**src/rtl/cbl_pkg.sv**
```systemverilog
package cbl_pkg;

  localparam logic [7:0] PREAMBLE  = 8'h4F;
  localparam logic [7:0] CHECKCODE = 8'h4B;
  localparam logic [7:0] FILL      = 8'hFF;

  localparam int HDR_LEN    = 8;
  localparam int FRAME_DATA = 21;
  localparam int FRAME_LEN  = FRAME_DATA + 7;
  localparam int START_LEN  = 4;
  localparam int IDX_W      = $clog2(FRAME_LEN);

  typedef enum logic [3:0] {
    S_IDLE, S_PROG, S_WAIT, S_HDR, S_FRM, S_NEXT, S_STUP, S_DRAIN, S_FIN
  } cbl_state_t;

  // Strobes from control to the byte datapath
  typedef struct packed {
    logic       load;
    logic [7:0] value;
  } cbl_cmd_t;

  function automatic logic [7:0] hdrByte(input logic [2:0] i);
    case (i)
      3'd3:    return PREAMBLE;
      3'd4:    return 8'h80;
      3'd5:    return 8'hAF;
      3'd6:    return 8'h9B;
      3'd7:    return CHECKCODE;
      default: return FILL;
    endcase
  endfunction

  // Non-data positions of a frame: 0 preamble, 22 check, 23..27 trailer
  function automatic logic [7:0] frameConst(input logic [IDX_W-1:0] i);
    if (i == 0) return PREAMBLE;
    if (i == IDX_W'(FRAME_DATA + 1) || i == IDX_W'(FRAME_DATA + 3)) return CHECKCODE;
    return FILL;
  endfunction

endpackage

```
**src/rtl/cbl_data.sv**
```systemverilog
module cbl_data
  import cbl_pkg::*;
#(
  parameter int HOLD_W = 4
) (
  input  logic              clk,
  input  logic              rstN,
  input  cbl_cmd_t          cmd,
  input  logic [HOLD_W-1:0] holdCycles,
  output logic [7:0]        cfgData,
  output logic              cfgWr,
  output logic              idle
);

  typedef enum logic [1:0] {B_IDLE, B_SETUP, B_STROBE, B_POST} bstage_t;

  bstage_t           stage;
  logic [HOLD_W-1:0] holdCnt;
  logic [7:0]        dataQ;

  always_ff @(posedge clk) begin
    if (!rstN) begin
      stage   <= B_IDLE;
      holdCnt <= '0;
      dataQ   <= FILL;
    end else begin
      case (stage)
        B_IDLE: if (cmd.load) begin
          dataQ   <= cmd.value;
          holdCnt <= holdCycles;
          stage   <= B_SETUP;
        end
        B_SETUP: if (holdCnt == '0) stage <= B_STROBE;
                 else holdCnt <= holdCnt - 1'b1;
        B_STROBE: begin
          holdCnt <= holdCycles;
          stage   <= B_POST;
        end
        default: if (holdCnt == '0) stage <= B_IDLE;
                 else holdCnt <= holdCnt - 1'b1;
      endcase
    end
  end

  assign cfgData = dataQ;
  assign cfgWr   = (stage == B_STROBE);
  assign idle    = (stage == B_IDLE);

endmodule

```
**src/rtl/cbl_ctrl.sv**
```systemverilog
module cbl_ctrl
  import cbl_pkg::*;
#(
  parameter int PROG_CYCLES = 1000,
  parameter int TMO_W       = 20
) (
  input  logic             clk,
  input  logic             rstN,
  input  logic             start,
  input  logic [TMO_W-1:0] timeoutCycles,
  input  logic [7:0]       sData,
  input  logic             sValid,
  input  logic             sLast,
  output logic             sReady,
  input  logic             initN,
  input  logic             doneIn,
  input  logic             dpIdle,
  output cbl_cmd_t         cmd,
  output logic             progN,
  output logic             busy,
  output logic             finished,
  output logic             cfgErr
);

  localparam int PW    = $clog2(PROG_CYCLES + 1);
  localparam int CNT_W = (PW > TMO_W) ? PW : TMO_W;

  cbl_state_t       state;
  logic [CNT_W-1:0] cnt;
  logic [IDX_W-1:0] idx;
  logic             ended;
  logic             errQ;

  logic             dataSlot, needData, emitting, canLoad, lastPos;
  logic [7:0]       byteVal;

  always_comb begin
    dataSlot = (state == S_FRM) && (idx >= IDX_W'(1)) && (idx <= IDX_W'(FRAME_DATA));
    needData = dataSlot && !ended;
    emitting = (state == S_HDR) || (state == S_FRM) || (state == S_STUP);
    canLoad  = emitting && dpIdle && (!needData || sValid);
    case (state)
      S_HDR:   byteVal = hdrByte(idx[2:0]);
      S_FRM:   byteVal = dataSlot ? (ended ? FILL : sData) : frameConst(idx);
      default: byteVal = FILL;
    endcase
    case (state)
      S_HDR:   lastPos = (idx == IDX_W'(HDR_LEN - 1));
      S_FRM:   lastPos = (idx == IDX_W'(FRAME_LEN - 1));
      default: lastPos = (idx == IDX_W'(START_LEN - 1));
    endcase
  end

  assign sReady    = needData && dpIdle;
  assign cmd.load  = canLoad;
  assign cmd.value = byteVal;

  always_ff @(posedge clk) begin
    if (!rstN) begin
      state <= S_IDLE;
      cnt   <= '0;
      idx   <= '0;
      ended <= 1'b0;
      errQ  <= 1'b0;
    end else begin
      case (state)
        S_IDLE, S_FIN: if (start) begin
          state <= S_PROG;
          cnt   <= '0;
          ended <= 1'b0;
          errQ  <= 1'b0;
        end
        S_PROG: if (cnt == CNT_W'(PROG_CYCLES - 1)) begin
          state <= S_WAIT;
          cnt   <= '0;
        end else cnt <= cnt + 1'b1;
        S_WAIT: if (initN) begin
          state <= S_HDR;
          idx   <= '0;
        end else if (cnt >= CNT_W'(timeoutCycles)) begin
          state <= S_FIN;
          errQ  <= 1'b1;
        end else cnt <= cnt + 1'b1;
        S_HDR, S_FRM, S_STUP: if (canLoad) begin
          if (needData && sLast) ended <= 1'b1;
          if (lastPos) begin
            idx   <= '0;
            state <= (state == S_STUP) ? S_DRAIN : S_NEXT;
          end else idx <= idx + 1'b1;
        end
        S_NEXT: if (dpIdle) begin
          state <= (initN && !doneIn && !ended) ? S_FRM : S_STUP;
        end
        S_DRAIN: if (dpIdle) begin
          state <= S_FIN;
          errQ  <= !doneIn;
        end
        default: state <= S_IDLE;
      endcase
    end
  end

  assign progN    = (state != S_PROG);
  assign busy     = (state != S_IDLE) && (state != S_FIN);
  assign finished = (state == S_FIN);
  assign cfgErr   = errQ;

endmodule

```
**src/rtl/cfg_byte_loader.sv**
```systemverilog
module cfg_byte_loader
  import cbl_pkg::*;
#(
  parameter int PROG_CYCLES = 1000,
  parameter int TMO_W       = 20,
  parameter int HOLD_W      = 4
) (
  input  logic              clk,
  input  logic              rstN,
  input  logic              start,
  input  logic [TMO_W-1:0]  timeoutCycles,
  input  logic [HOLD_W-1:0] holdCycles,
  input  logic [7:0]        sData,
  input  logic              sValid,
  input  logic              sLast,
  output logic              sReady,
  input  logic              initN,
  input  logic              doneIn,
  output logic              progN,
  output logic [7:0]        cfgData,
  output logic              cfgWr,
  output logic              busy,
  output logic              finished,
  output logic              cfgErr
);

  cbl_cmd_t cmd;
  logic     dpIdle;

  cbl_ctrl #(.PROG_CYCLES(PROG_CYCLES), .TMO_W(TMO_W)) u_ctrl (
    .clk(clk), .rstN(rstN), .start(start), .timeoutCycles(timeoutCycles),
    .sData(sData), .sValid(sValid), .sLast(sLast), .sReady(sReady),
    .initN(initN), .doneIn(doneIn), .dpIdle(dpIdle), .cmd(cmd),
    .progN(progN), .busy(busy), .finished(finished), .cfgErr(cfgErr)
  );

  cbl_data #(.HOLD_W(HOLD_W)) u_data (
    .clk(clk), .rstN(rstN), .cmd(cmd), .holdCycles(holdCycles),
    .cfgData(cfgData), .cfgWr(cfgWr), .idle(dpIdle)
  );

endmodule

```
**config.mk**
```make
export PLATFORM = sky130hd
export DESIGN_NAME = cfg_byte_loader
export DESIGN_NICKNAME = d
export VERILOG_FILES = /design/src/rtl/cbl_pkg.sv /design/src/rtl/cbl_data.sv /design/src/rtl/cbl_ctrl.sv /design/src/rtl/cfg_byte_loader.sv
export SDC_FILE = /design/constraint.sdc
export NUM_CORES = 1
export LEC_CHECK = 0
export ABC_CLOCK_PERIOD_IN_PS = 2820
export BUFFER_PORTS_ARGS = -buffer_cell sky130_fd_sc_hd__buf_2
export CORE_AREA = 2 2 93 77
export DETAILED_ROUTE_END_ITERATION = 8
export DIE_AREA = 0 0 95 79
export HOLD_SLACK_MARGIN = 0.05
export PLACE_DENSITY = 0.82
export SLEW_MARGIN = 0
export SYNTH_ARGS = -nofsm -noshare
export SYNTH_HDL_FRONTEND = slang
export SYNTH_SLANG_ARGS = --single-unit
```
**constraint.sdc**
```tcl
create_clock -name clk -period 2.82 [get_ports clk]
set_clock_uncertainty 0.2 [all_clocks]
set_input_delay 0.423 -clock clk [delete_from_list [all_inputs] [get_ports clk]]
set_output_delay 0.423 -clock clk [all_outputs]
set_load 0.05 [all_outputs]
```
==> summary.md <==
| Metric | Value |
|---|---|
| Hold path endpoint | u_ctrl.ended$_SDFFE_PN0P_ |
| Row cnt | 27 |
| DRT iter0 DRCs | 255 |
| Final TNS setup | 0 ns |
| Post-Syn Instances | 428 |
| Hold Path Stages | 4 |
| Drt first pass iters | 5 |
| Worst Path Class, Setup | reg2reg |
| Synthesized flop and latch total | 45 |
| Routed length per placed instance | 15.45 um |
| Worst-margin pin slew | 0.7039 ns |
| CTS tree | built |
| MaxCap Viol Count | 0 |
| IR drop worst, VDD | 0.0004706 V |
| CP Capture Type | register |
| GRT Overall Usage | 24.80% |
| Met3 WL | 621 um |
| Number of hold buffers added after CTS | 0 |
| Critical-path cell list | ha_1 > nand4_1 > or3_4 > o22ai_2 > or3b_4 > o21a_1 > buf_12 > or4_1 > a21oi_2 |
| Crit path max-delay family | simple AND/OR/NAND/NOR gates |
| Status | finished clean |
| Layout Cell Area excl Fill | 4085 um^2 |
| Routability-driven placement congestion ratio | 0.9228 |
| Clk Latency, worst-skew pair | 0.30 ns |
| Initial Util | 50.03% |
| Post-synth ARST share | 0% |
| Routed wl met2 | 4158 um |
| Count of input and output buffers | 52 |
| H-tree depth | 2 |
| Worst reg2reg setup slack | 0.06 ns |
| Top Metal Used | met4 |
| Hold path startpoint | start |
| Clock Sinks | 45 |
| N_diodes | 0 |
| Routed vias | 3490 |
| Total power | 2.852 mW |
| DRC violations left | 0 |
| Netlist cell types | 62 |
| EDFF count, synth | 0 |
| Initial antenna violation count | 0 |
| Drt via density | 5.956 |
| GRT overflow | 0 |
| Clk slew on worst S/H paths | 0.09 ns |
| Number of global-route vias before repair | 3261 |
| Chip width | 95 um |
| Hpwl dp | 6596 um |
| Multi-input gate area | 2335 um^2 |
| Die ar. | 7505 um^2 |
| DRT met1 WL | 4079 um |
| Pleak | 1.707 nW |
| Final Hold Viols | 0 |
| End of the worst register-to-register path | u_ctrl.cnt[18]$_SDFFE_PN0P_ |
| Core ar. | 6655 um^2 |
| Worst R2R Start | u_ctrl.cnt[18]$_SDFFE_PN0P_ |
| Pwr/cell area | 698.2 nW/um^2 |
| FILL cells | 562 |
| First-pass GRT wire length | 15120 um |
| Dpl cell area | 3826 um^2 |
| Slew Viols, Final | 0 |
| Routed wire length | 9053 um |
| Worst EP required | 2.85 ns |
| Final Util | 61.38% |
| Num CTS Buffers | 5 |
| Seq/Total Area, Yosys | 27.06% |
| Pre-CTS setup slack | -0.1865 ns |
| CP startpoint | u_ctrl.cnt[18]$_SDFFE_PN0P_ |
| Syn nets | 498 |
| Register cell area after layout | 914.6 um^2 |
| Synth Cell Area | 3329 um^2 |
| Area grow syn2layout | 22.70% |
| Period utilization | 97.94% |
| Die Ht | 79 um |
| Crit-path max cell delay | 0.54 ns |
| Crit path max fanout | 23 |
| F_max | 362.1 MHz |
| Crit start category | register |
| Setup slack after layout | 0.05819 ns |
| Largest net degree at the start of global routing | 24 |
| Bufs and invs on worst path | 1 |
| Hold WC Path Type | in2reg |
| Share of cells above drive strength 1 | 28.46% |
| Root Driver | clkbuf_8 |
| Max Buffers Root-to-Sink | 2 |
| Mapped Avg Cell Area | 7.779 um^2 |
| Final Setup Violations | 0 |
| Commonest register cell after synthesis | dfxtp_1 |
| Yosys warns | 0 |
| I/O pins | 53 |
| R2r worst-path depth | 9 |
| DRT antenna net count | 0 |
| Minimum clock period | 2.762 ns |
| Rel. slew slack | 52.48% |
| Layout net count | 568 |
| Data arrival, critical path | 2.80 ns |
| Slowest-stage cell, CP | or4_1 |
-- power breakdown --
group / internal, mW / total (mW) / switching, mW / leakage, nW
sequential: 0.727 / 0.802 / 0.0748 / 0.369
clock: 0.172 / 0.398 / 0.226 / 0.0450
combinational: 0.633 / 1.65 / 1.02 / 1.29
-- cells by family after synthesis --
group / synth area share (%)
multiplexers: 1.240
flip-flops: 27.06
AO/OA/AOI/OAI: 25.22
buffers and inverters: 7.628
AND/OR/NAND/NOR: 26.68
XOR/XNOR: 0.5262
adder cells (fa/ha/maj): 11.65
-- worst max path at each step --
stage	endpoint	slack (ns)	cells past startpoint
floorplan	u_ctrl.cnt[10]$_SDFFE_PN0P_	0.08	10
global placement	u_ctrl.cfgErr$_SDFFE_PN0P_	-0.11	9
detailed placement	u_ctrl.cnt[19]$_SDFFE_PN0P_	-0.19	11
CTS	u_ctrl.cfgErr$_SDFFE_PN0P_	0.01	7
global route	u_ctrl.cnt[18]$_SDFFE_PN0P_	-0.07	9
finish	u_ctrl.cnt[18]$_SDFFE_PN0P_	0.06	9
-- synth_stat cells, types with 3 or more instances --
master    number  area share, %
dfxtp_1       45             27
a21oi_1       44            6.6
inv_1         39            4.4
nand2_1       38            4.3
ha_1          31             12
nor2_1        31            3.5
o21ai_0       27            4.1
nor3_1        14            2.1
or3_1         12            2.3
or4_1         12            2.7
nand3_1       11            1.7
o31ai_1       10            2.3
clkbuf_1       9            1.0
o211ai_1       7            1.6
a211oi_1       5            1.1
a31oi_1        5           0.94
and3_1         5           0.94
o21a_1         5            1.1
and2_1         4           0.75
buf_2          4           0.60
buf_6          4            1.4
a21o_1         3           0.68
mux2i_1        3           0.90
nand3b_1       3           0.68
nand4_1        3           0.56
nand4b_1       3           0.79
nor2b_1        3           0.56
nor3b_1        3           0.68
or2_2          3           0.56
-- stage by stage --
step	std cells	hold WS, ns
floorplan	428	0.2635
global placement	577	0.2542
detailed placement	577	0.2571
CTS	585	0.1950
global route	586	0.2217
finish	586	0.2035
-- per-layer routing --
| metal | vias to the layer above | GRT usage, % |
|---|---|---|
| met2 | 162 | 39.22 |
| li1 | 1697 | - |
| met3 | 21 | 3.605 |
| met4 | 0 | 6.522 |
| met5 | - | 0 |
| met1 | 1610 | 35.33 |
-- timing repair --
action	CTS	global route
resized for setup	3	36
pin swaps	0	13
setup endpoints to repair	3	18
endpoints found under the hold margin	0	0
buffers inserted	0	1
-- registers in the layout, indices dropped and copies added (netlist names) --
register and count:
u_ctrl.cnt 20, u_data.cfgData 8, u_ctrl.idx 5, u_data.stage 2, u_ctrl.ended 1, u_ctrl.state 4, u_ctrl.cfgErr 1, u_data.holdCnt 4
-- layout make-up --
cell class | count | share of cell area (%)
Sequential cell | 45 | 22.39
Clock inverter | 2 | 0.2450
Inverter | 39 | 3.583
Clock buffer | 6 | 1.776
Timing Repair Buffer | 82 | 12.19
Tap cell | 87 | 2.665
Multi-Input combinational cell | 325 | 57.15
-- layout by cell type, fill, tap and decap left out, types with 12 or more instances in the layout --
cell type  count
o21ai_0       26
dfxtp_1       38
inv_1         39
buf_4         29
nor2_1        30
a21oi_1       35
nor3_1        12
nand2_1       38
buf_2         52
ha_1          27
-- worst reg2reg max path: stages, from the launching register on --
cell and delay [ns]:
dfxtp_2 0.35, ha_1 0.30, nand4_1 0.12, or3_4 0.16, o22ai_2 0.10, or3b_4 0.41
o21a_1 0.21, buf_12 0.16, or4_1 0.54, a21oi_2 0.14
(Power assumes the default switching activity.)
